===== config.mk =====
export PLATFORM = sky130hd
export DESIGN_NAME = fetch_pick_top
export DESIGN_NICKNAME = d
export VERILOG_FILES = /design/src/rtl/fetch_pick_pkg.sv /design/src/rtl/fetch_min_picker.sv /design/src/rtl/fetch_grant_split.sv /design/src/rtl/fetch_pick_top.sv
export SDC_FILE = /design/constraint.sdc
export NUM_CORES = 1
export LEC_CHECK = 0
export ABC_AREA = 0
export BUFFER_PORTS_ARGS = -buffer_cell sky130_fd_sc_hd__buf_2
export CORE_MARGIN = 5
export CORE_UTILIZATION = 59
export DETAILED_ROUTE_END_ITERATION = 8
export PLACE_DENSITY = 0.89
export SETUP_SLACK_MARGIN = 0.1
export SYNTH_ARGS = -nofsm -noshare
export SYNTH_HDL_FRONTEND = slang
export SYNTH_SLANG_ARGS = --single-unit

===== constraint.sdc =====
create_clock -name clk -period 23.6 [get_ports clk]
set_input_delay 4.72 -clock clk [delete_from_list [all_inputs] [get_ports clk]]
set_output_delay 4.72 -clock clk [all_outputs]
set_load 0.01 [all_outputs]

===== src/rtl/fetch_pick_pkg.sv =====
`timescale 1ns/1ps
package fetch_pick_pkg;

    localparam int unsigned NT_DEF     = 4;
    localparam int unsigned OCC_W_DEF  = 7;
    localparam int unsigned DEM_W_DEF  = 4;
    localparam int unsigned BUDGET_DEF = 8;

    // smaller of two unsigned values
    function automatic int unsigned umin(input int unsigned a, input int unsigned b);
        return (a < b) ? a : b;
    endfunction

endpackage


===== src/rtl/fetch_min_picker.sv =====
`timescale 1ns/1ps
// Finds the candidate with the lowest occupancy; strict compare keeps the lower index on ties.
module fetch_min_picker #(
    parameter int unsigned NT    = 4,
    parameter int unsigned OCC_W = 7,
    localparam int unsigned TID_W = (NT > 1) ? $clog2(NT) : 1
) (
    input  logic [NT*OCC_W-1:0] occ,
    input  logic [NT-1:0]       cand,
    output logic                found,
    output logic [TID_W-1:0]    idx
);
    logic [OCC_W-1:0] best;

    always_comb begin
        found = 1'b0;
        idx   = '0;
        best  = '0;
        for (int i = 0; i < int'(NT); i++) begin
            if (cand[i] && (!found || (occ[i*OCC_W +: OCC_W] < best))) begin
                found = 1'b1;
                idx   = TID_W'(i);
                best  = occ[i*OCC_W +: OCC_W];
            end
        end
    end
endmodule


===== src/rtl/fetch_grant_split.sv =====
`timescale 1ns/1ps
// Divides the per-cycle slot budget between the first and second pick.
module fetch_grant_split #(
    parameter int unsigned DEM_W  = 4,
    parameter int unsigned BUDGET = 8,
    localparam int unsigned CNT_W = $clog2(BUDGET + 1)
) (
    input  logic             use0,
    input  logic             use1,
    input  logic [DEM_W-1:0] dem0,
    input  logic [DEM_W-1:0] dem1,
    output logic [CNT_W-1:0] grant0,
    output logic [CNT_W-1:0] grant1
);
    import fetch_pick_pkg::*;

    int unsigned g0, left;

    always_comb begin
        g0     = use0 ? umin(int'(dem0), BUDGET) : 0;
        left   = BUDGET - g0;
        grant0 = CNT_W'(g0);
        grant1 = use1 ? CNT_W'(umin(int'(dem1), left)) : '0;
    end
endmodule


===== src/rtl/fetch_pick_top.sv =====
`timescale 1ns/1ps
module fetch_pick_top #(
    parameter int unsigned NT     = fetch_pick_pkg::NT_DEF,
    parameter int unsigned OCC_W  = fetch_pick_pkg::OCC_W_DEF,
    parameter int unsigned DEM_W  = fetch_pick_pkg::DEM_W_DEF,
    parameter int unsigned BUDGET = fetch_pick_pkg::BUDGET_DEF,
    localparam int unsigned TID_W = (NT > 1) ? $clog2(NT) : 1,
    localparam int unsigned CNT_W = $clog2(BUDGET + 1)
) (
    input  logic                 clk,
    input  logic                 rst,
    input  logic [NT*OCC_W-1:0]  occ_i,
    input  logic [NT*DEM_W-1:0]  demand_i,
    input  logic [NT-1:0]        elig_i,
    output logic                 pick0_vld,
    output logic [TID_W-1:0]     pick0_id,
    output logic [CNT_W-1:0]     pick0_cnt,
    output logic                 pick1_vld,
    output logic [TID_W-1:0]     pick1_id,
    output logic [CNT_W-1:0]     pick1_cnt
);
    typedef struct packed {
        logic             v0;
        logic [TID_W-1:0] id0;
        logic [CNT_W-1:0] c0;
        logic             v1;
        logic [TID_W-1:0] id1;
        logic [CNT_W-1:0] c1;
    } pick_st_t;

    pick_st_t st_d, st_q;

    logic             f0_found, f1_found;
    logic [TID_W-1:0] f0_idx, f1_idx;
    logic [NT-1:0]    rest_cand;
    logic [DEM_W-1:0] dem0_sel, dem1_sel;
    logic [CNT_W-1:0] g0, g1;

    fetch_min_picker #(.NT(NT), .OCC_W(OCC_W)) u_first (
        .occ(occ_i), .cand(elig_i), .found(f0_found), .idx(f0_idx)
    );

    always_comb begin
        rest_cand = elig_i;
        if (f0_found) rest_cand[f0_idx] = 1'b0;
    end

    fetch_min_picker #(.NT(NT), .OCC_W(OCC_W)) u_second (
        .occ(occ_i), .cand(rest_cand), .found(f1_found), .idx(f1_idx)
    );

    assign dem0_sel = demand_i[f0_idx*DEM_W +: DEM_W];
    assign dem1_sel = demand_i[f1_idx*DEM_W +: DEM_W];

    fetch_grant_split #(.DEM_W(DEM_W), .BUDGET(BUDGET)) u_split (
        .use0(f0_found), .use1(f1_found),
        .dem0(dem0_sel), .dem1(dem1_sel),
        .grant0(g0), .grant1(g1)
    );

    always_comb begin
        st_d     = '0;
        st_d.v0  = f0_found;
        st_d.id0 = f0_found ? f0_idx : '0;
        st_d.c0  = g0;
        st_d.v1  = f1_found;
        st_d.id1 = f1_found ? f1_idx : '0;
        st_d.c1  = g1;
    end

    always_ff @(posedge clk) begin
        if (rst) st_q <= '0;
        else     st_q <= st_d;
    end

    assign pick0_vld = st_q.v0;
    assign pick0_id  = st_q.id0;
    assign pick0_cnt = st_q.c0;
    assign pick1_vld = st_q.v1;
    assign pick1_id  = st_q.id1;
    assign pick1_cnt = st_q.c1;
endmodule


## After elaboration in Yosys (flattened, before gate mapping)

Cells that the tools add are included.

- Word-level logic and storage cells: 70
- Output and inout bits: 14
- Bits in registers: 14

- $add $sub $neg: 1
- Muxes and demuxes: 26
- Magnitude comparators: 10
- Bitwise logic cells: 4
- Reduce and logical (&&, ||, !) cells: 21
- Shift-type cells: 2

Operators by type and width:

| kind | count |
|---|---|
| 7-bit less-than comparator | 6 |
| 7-bit two-way mux | 6 |
| 4-bit by 32-bit less-than comparator with 1-bit output | 1 |
| 32-bit two-way mux | 1 |
| 16-bit by 5-bit indexed part select with 4-bit output | 2 |
| 4-bit by 32-bit subtractor with 32-bit output (first input constant) | 1 |
| 4-bit two-way mux | 3 |
| 1-bit two-way mux | 11 |
| 2-bit two-way mux | 4 |
| 1-bit logical AND | 7 |
| 1-bit zero test | 6 |
| 1-bit logical OR | 6 |
| 4-bit bitwise AND | 1 |
| 4-bit less-than comparator (second input constant) | 1 |
| 4-bit inverter | 1 |
| 2-bit OR reduction | 2 |
| 2-bit by 3-bit less-than comparator with 1-bit output (second input constant) | 1 |
| 1-bit demux with 2-bit select | 1 |
| 2-bit by 1-bit greater-or-equal comparator with 1-bit output (second input constant) | 1 |
| 1-bit inverter | 2 |

## Depth between registers and ports, before layout

- Depth after elaboration: 36
- Depth in mapped cells: 65
- Mapped depth without buffers: 56

## Modules after synthesis

A second synthesis with hierarchy kept.

- Cells, all modules: 309
- Area total of the unflattened synthesis: 2565.0 sq um

Modules (own cells, without submodules):

| module | area an instance (sq um) | instances | seq. area each (sq um) | cells each |
|---|---|---|---|---|
| fetch_min_picker at u_first | 877.1 | 1 | 0.0 | 117 |
| fetch_min_picker at u_second | 785.8 | 1 | 0.0 | 111 |
| fetch_pick_top | 625.6 | 1 | 280.3 | 46 |
| fetch_grant_split | 276.5 | 1 | 0.0 | 35 |

## Least setup slack after synthesis

Ideal clock, no wire load.

- Kind: in2reg
- Start: input port elig_i[0]
- End: register st_q (netlist bit pick1_cnt[1])
- Path buffers: 9
- Path slack: 6.969 ns
- Stages on the path: 61
- Required time: 23.521 ns
- Data arrival time: 16.551 ns
- Cell sequence: buf_6 > clkbuf_1 > nand2_1 > ha_1 > and3_1 > a221oi_4 > o22a_1 > buf_6 > clkbuf_1 > nor2_1 > a21oi_1 > ha_1 > a21oi_1 > a2bb2oi_1 > and4_1 > nand3_2 > nand3_2 > buf_4 > [... 25 more ...] > a31o_4 > clkbuf_1 > o21ai_0 > ha_1 > a21o_1 > a21oi_1 > nor2b_1 > nor3_1 > o21ai_1 > a2111oi_4 > nor2_1 > mux2i_1 > inv_1 > ha_1 > a2111oi_4 > o211ai_1 > and4_1 > a211oi_2

- Cells in the longest elaborated chain, start to end: 36

RTL lines:

| what | RTL line | source |
|---|---|---|
| start, declared | fetch_pick_top.sv:14 | `input logic [NT-1:0] elig_i,` |
| 7-bit two-way mux / 1-bit two-way mux (equally long branches) | fetch_min_picker.sv:20 | `if (cand[i] && (!found \|\| (occ[i*OCC_W +: OCC_W] < best))) begin` |
| 7-bit less-than comparator / 1-bit zero test (equally long branches) | fetch_min_picker.sv:20 |  |
| 1-bit logical OR | fetch_min_picker.sv:20 |  |
| 1-bit logical AND | fetch_min_picker.sv:20 |  |
| 7-bit two-way mux / 1-bit two-way mux (equally long branches) | fetch_min_picker.sv:20 |  |
| 7-bit less-than comparator / 1-bit zero test (equally long branches) | fetch_min_picker.sv:20 |  |
| 1-bit logical OR | fetch_min_picker.sv:20 |  |
| 1-bit logical AND | fetch_min_picker.sv:20 |  |
| [... 20 more ...] | -- |  |
| 7-bit two-way mux / 1-bit two-way mux (equally long branches) | fetch_min_picker.sv:20 |  |
| 7-bit less-than comparator / 1-bit zero test (equally long branches) | fetch_min_picker.sv:20 |  |
| 1-bit logical OR | fetch_min_picker.sv:20 |  |
| 1-bit logical AND | fetch_min_picker.sv:20 |  |
| 2-bit two-way mux | fetch_min_picker.sv:20 |  |
| 16-bit by 5-bit indexed part select with 4-bit output | fetch_pick_top.sv:53 | `assign dem1_sel = demand_i[f1_idx*DEM_W +: DEM_W];` |
| 4-bit by 32-bit less-than comparator with 1-bit output | fetch_pick_pkg.sv:11 | `return (a < b) ? a : b;` |
| 4-bit two-way mux | fetch_pick_pkg.sv:11 |  |
| end signal, assigned | fetch_pick_top.sv:73 | `else st_q <= st_d;` |
| end, declared | fetch_pick_top.sv:31 | `pick_st_t st_d, st_q;` |

Parallel ways exist; a longest one is shown, timed or not.
A chain may end at the register's enable or synchronous reset.

## Worst setup path in the final report

Ends and elaborated chain as after synthesis.

==> results.sh <==
export IMPL_grt_max_degree=24
export IMPL_grt_pass1_wl_um=11500
export IMPL_critical_path_n_buffers_inverters=3
export IMPL_dr_wl_met2_um=3367
export IMPL_mostFrequentLayoutCell="sky130_fd_sc_hd__buf_2"
export IMPL_synth_top_cells_by_area="sky130_fd_sc_hd__ha_1 (20%), sky130_fd_sc_hd__dfxtp_1 (11%), sky130_fd_sc_hd__mux2i_1 (6.6%), sky130_fd_sc_hd__a21oi_1 (5.4%), sky130_fd_sc_hd__nand2_1 (5.4%)"
export IMPL_final_max_slew_viol_count=0
export IMPL_power_density_cell_area_nw_per_um2=67.04
export IMPL_layout_common_cells="sky130_fd_sc_hd__buf_2 (63), sky130_fd_sc_hd__ha_1 (41), sky130_fd_sc_hd__nand2_1 (37)"
export IMPL_ports=64
export IMPL_num_nets_final=473
export IMPL_critPathMaxFanout=23
export IMPL_critical_path_top_cell_by_count="sky130_fd_sc_hd__ha_1"
export IMPL_tritoncts_num_buffers=3
export IMPL_ys_seq_elements=14
export IMPL_finalSetupTns_ns=0
export IMPL_async_reset_ff_share_pct=0
export IMPL_critPathTopFamily="compound AO/OA/AOI/OAI gates"
export IMPL_floorplan_die_width_um=76.05
export IMPL_worst_case_setup_margin_in_the_final_layout_ns=5.774
export IMPL_worst_ep_required_time_ns=23.76
export IMPL_final_period_minus_worst_setup_slack_ns=17.83
export IMPL_combined_global_route_utilization_of_all_metal_layers_pct=23.31
export IMPL_synthFlopType="sky130_fd_sc_hd__dfxtp_1"
export IMPL_crit_path_end_kind="flip-flop"
export IMPL_hold_viol_final=0
export IMPL_yosys_area_top_type="sky130_fd_sc_hd__ha_1"
export IMPL_post_synth_instance_area_um2=2574
export IMPL_worst_slew_pin_tran_ns=1.058
export IMPL_first_global_vias=2607
export IMPL_timing_max_slew_rel_slack_pct=29.16
export IMPL_ctsHoldBuffers=0
export IMPL_avgViaCountPerCell=6.231
export IMPL_nFillCells=353
export IMPL_synth_edf_count=0
export IMPL_top_signal_layer_used="met4"
export IMPL_holdCritPathClass="primary input to flip-flop"
export IMPL_detailed_place_hpwl_um=5959
export IMPL_drt_antenna_violating_nets=0
export IMPL_detail_route_wirelength_um=7044
export IMPL_critPathLaunchType="primary input"
export IMPL_tritoncts="done"
export IMPL_netlist_instances=322
export IMPL_gr_total_overflow=0
export IMPL_routed_via_count=2698
export IMPL_core_area_um2=4294
export IMPL_max_stage_delay_ns=0.80
export IMPL_result_of_the_run="completed"
export IMPL_num_antenna_cells=0
export IMPL_drt_drc_violations_left=0
export IMPL_layout_worst_path_cycle_share_pct=75.53
export IMPL_leakagePower_nw=1.423
export IMPL_initial_util_pct=59.94
export IMPL_max_cap_violations=0
export IMPL_cts_repair_timing_setup_buffer_count=0
export IMPL_routedWlPerCell_um=16.27
export IMPL_yosysUniqueCellTypes=67
export IMPL_die_height_um=76.05
export IMPL_crit_path_category="primary input to flip-flop"
export IMPL_routedLengthMet1_um=3011
export IMPL_clock_tree_htree_level_count=1
export IMPL_rsz_0062_raised_after_global_routing="false"
export IMPL_wl_met3_um=558
export IMPL_report_final_setup_viol=0
export IMPL_seq_area_frac_synth_pct=10.89
export IMPL_synth_net_count=413
export IMPL_ctsRootBufferMaster="sky130_fd_sc_hd__clkbuf_8"
export IMPL_routabilityCongestion=0.9306
export IMPL_power_ir_vdd_worst_uv=31.10
export IMPL_cts_buffer_depth=2
export IMPL_number_of_antenna_violations_at_the_first_check_in_global_routing=0
export IMPL_placement_rows=24
export IMPL_clock_sinks=14
export IMPL_drt_initial_drc_count=215
export IMPL_synthToLayoutAreaGrowth_pct=15.12
export IMPL_numPortBuffers=63
export IMPL_cts_resized=0
export IMPL_post_place_ws_ns=5.766
export IMPL_ratio_of_cells_with_drive_above_1_in_the_final_layout_pct=25.46
export IMPL_crit_arrival_ns=17.99
export IMPL_pre_antenna_drt_iters=5
export IMPL_synth_yosys_warnings=0
export IMPL_fmaxAchievable_ghz=0.05610
export IMPL_cts_clk_slew_worst_paths_ns=0.05
export IMPL_synthDominantCellAreaShare_pct=19.93
export IMPL_avgSynthCellArea_um2=7.993
export IMPL_total_die_area_um2=5783
export IMPL_timing_critical_path_slowest_stage_cell="sky130_fd_sc_hd__a31oi_1"
[sequential cells by signal (all words and copies together), names as in the netlist]
name       count
pick0_cnt      4
pick1_id       2
pick1_vld      1
pick1_cnt      4
pick0_id       2
pick0_vld      1
[routing by layer]
layer  global-route usage [%]  vias to the layer above
met5                        0                        -
met4                    9.075                        0
met3                    4.610                       10
met2                    37.93                      105
met1                    30.02                     1242
li1                         -                     1341
[cells in the mapped netlist (3+ instances only)]
master	count
sky130_fd_sc_hd__inv_1	15
sky130_fd_sc_hd__a31oi_1	3
sky130_fd_sc_hd__o21ai_1	4
sky130_fd_sc_hd__nand2b_1	4
sky130_fd_sc_hd__a2111oi_4	3
sky130_fd_sc_hd__a21oi_1	28
sky130_fd_sc_hd__o21a_1	4
sky130_fd_sc_hd__a211oi_1	4
sky130_fd_sc_hd__and4_1	4
sky130_fd_sc_hd__nand4_1	4
sky130_fd_sc_hd__dfxtp_1	14
sky130_fd_sc_hd__nor3_1	9
sky130_fd_sc_hd__mux2i_1	17
sky130_fd_sc_hd__nand3_2	3
sky130_fd_sc_hd__nor2b_1	6
sky130_fd_sc_hd__a21o_1	10
sky130_fd_sc_hd__nor2_1	31
sky130_fd_sc_hd__o21ai_0	14
sky130_fd_sc_hd__nand2_1	37
sky130_fd_sc_hd__nand3_1	4
sky130_fd_sc_hd__ha_1	41
sky130_fd_sc_hd__o211ai_2	3
sky130_fd_sc_hd__clkbuf_1	5
[stage by stage]
step | instance area, um2 | utilization (%) | total power [mW] | std cells | hold slack, ns
after detailed placement | 2908 | 67.72 | 0.1731 | 429 | 4.971
final | 2963 | 69.00 | 0.1986 | 433 | 4.718
after global placement | 2908 | 67.72 | 0.1684 | 429 | 4.968
after global routing | 2963 | 69.00 | 0.2151 | 433 | 4.744
after floorplan | 2574 | - | 0.1389 | 322 | 4.792
after CTS | 2963 | 69.00 | 0.1963 | 433 | 4.718
[cells by family (layout without fill, tap and decap cells)]
kind of cell	count (synthesis)	in the layout	synth area share (%)
simple gates	117	117	23.68
compound gates	105	105	32.82
fa+ha+maj	41	41	19.93
buf+inv	24	83	4.278
mux	20	20	8.070
flops	14	14	10.89
xor+xnor	1	1	0.3404
[path summary, 6_finish.rpt]
| kind | cells past startpoint | start | slack [ns] | to |
|---|---|---|---|---|
| min | 2 | rst | 4.72 | pick0_cnt[2]$_SDFF_PP0_ |
| max | 53 | elig_i[0] | 5.77 | pick1_cnt[1]$_SDFF_PP0_ |
[final cells by class]
cell class	instances	area (um2)	share of cell area, %
Clock buffer	4	55.05	1.858
Tap cell	52	65.06	2.196
Multi-Input combinational cell	284	2183	73.69
Sequential cell	14	280.3	9.459
Timing Repair Buffer	64	322.8	10.90
Inverter	15	56.30	1.900
[power by group]
| part | leakage (nW) | internal [mW] | switching, mW |
|---|---|---|---|
| Sequential | 0.116 | 0.0291 | 0.000926 |
| Combinational | 1.28 | 0.0602 | 0.0858 |
| Clock | 0.0288 | 0.0148 | 0.00786 |
No activity file was read; power rests on OpenSTA's default activity.
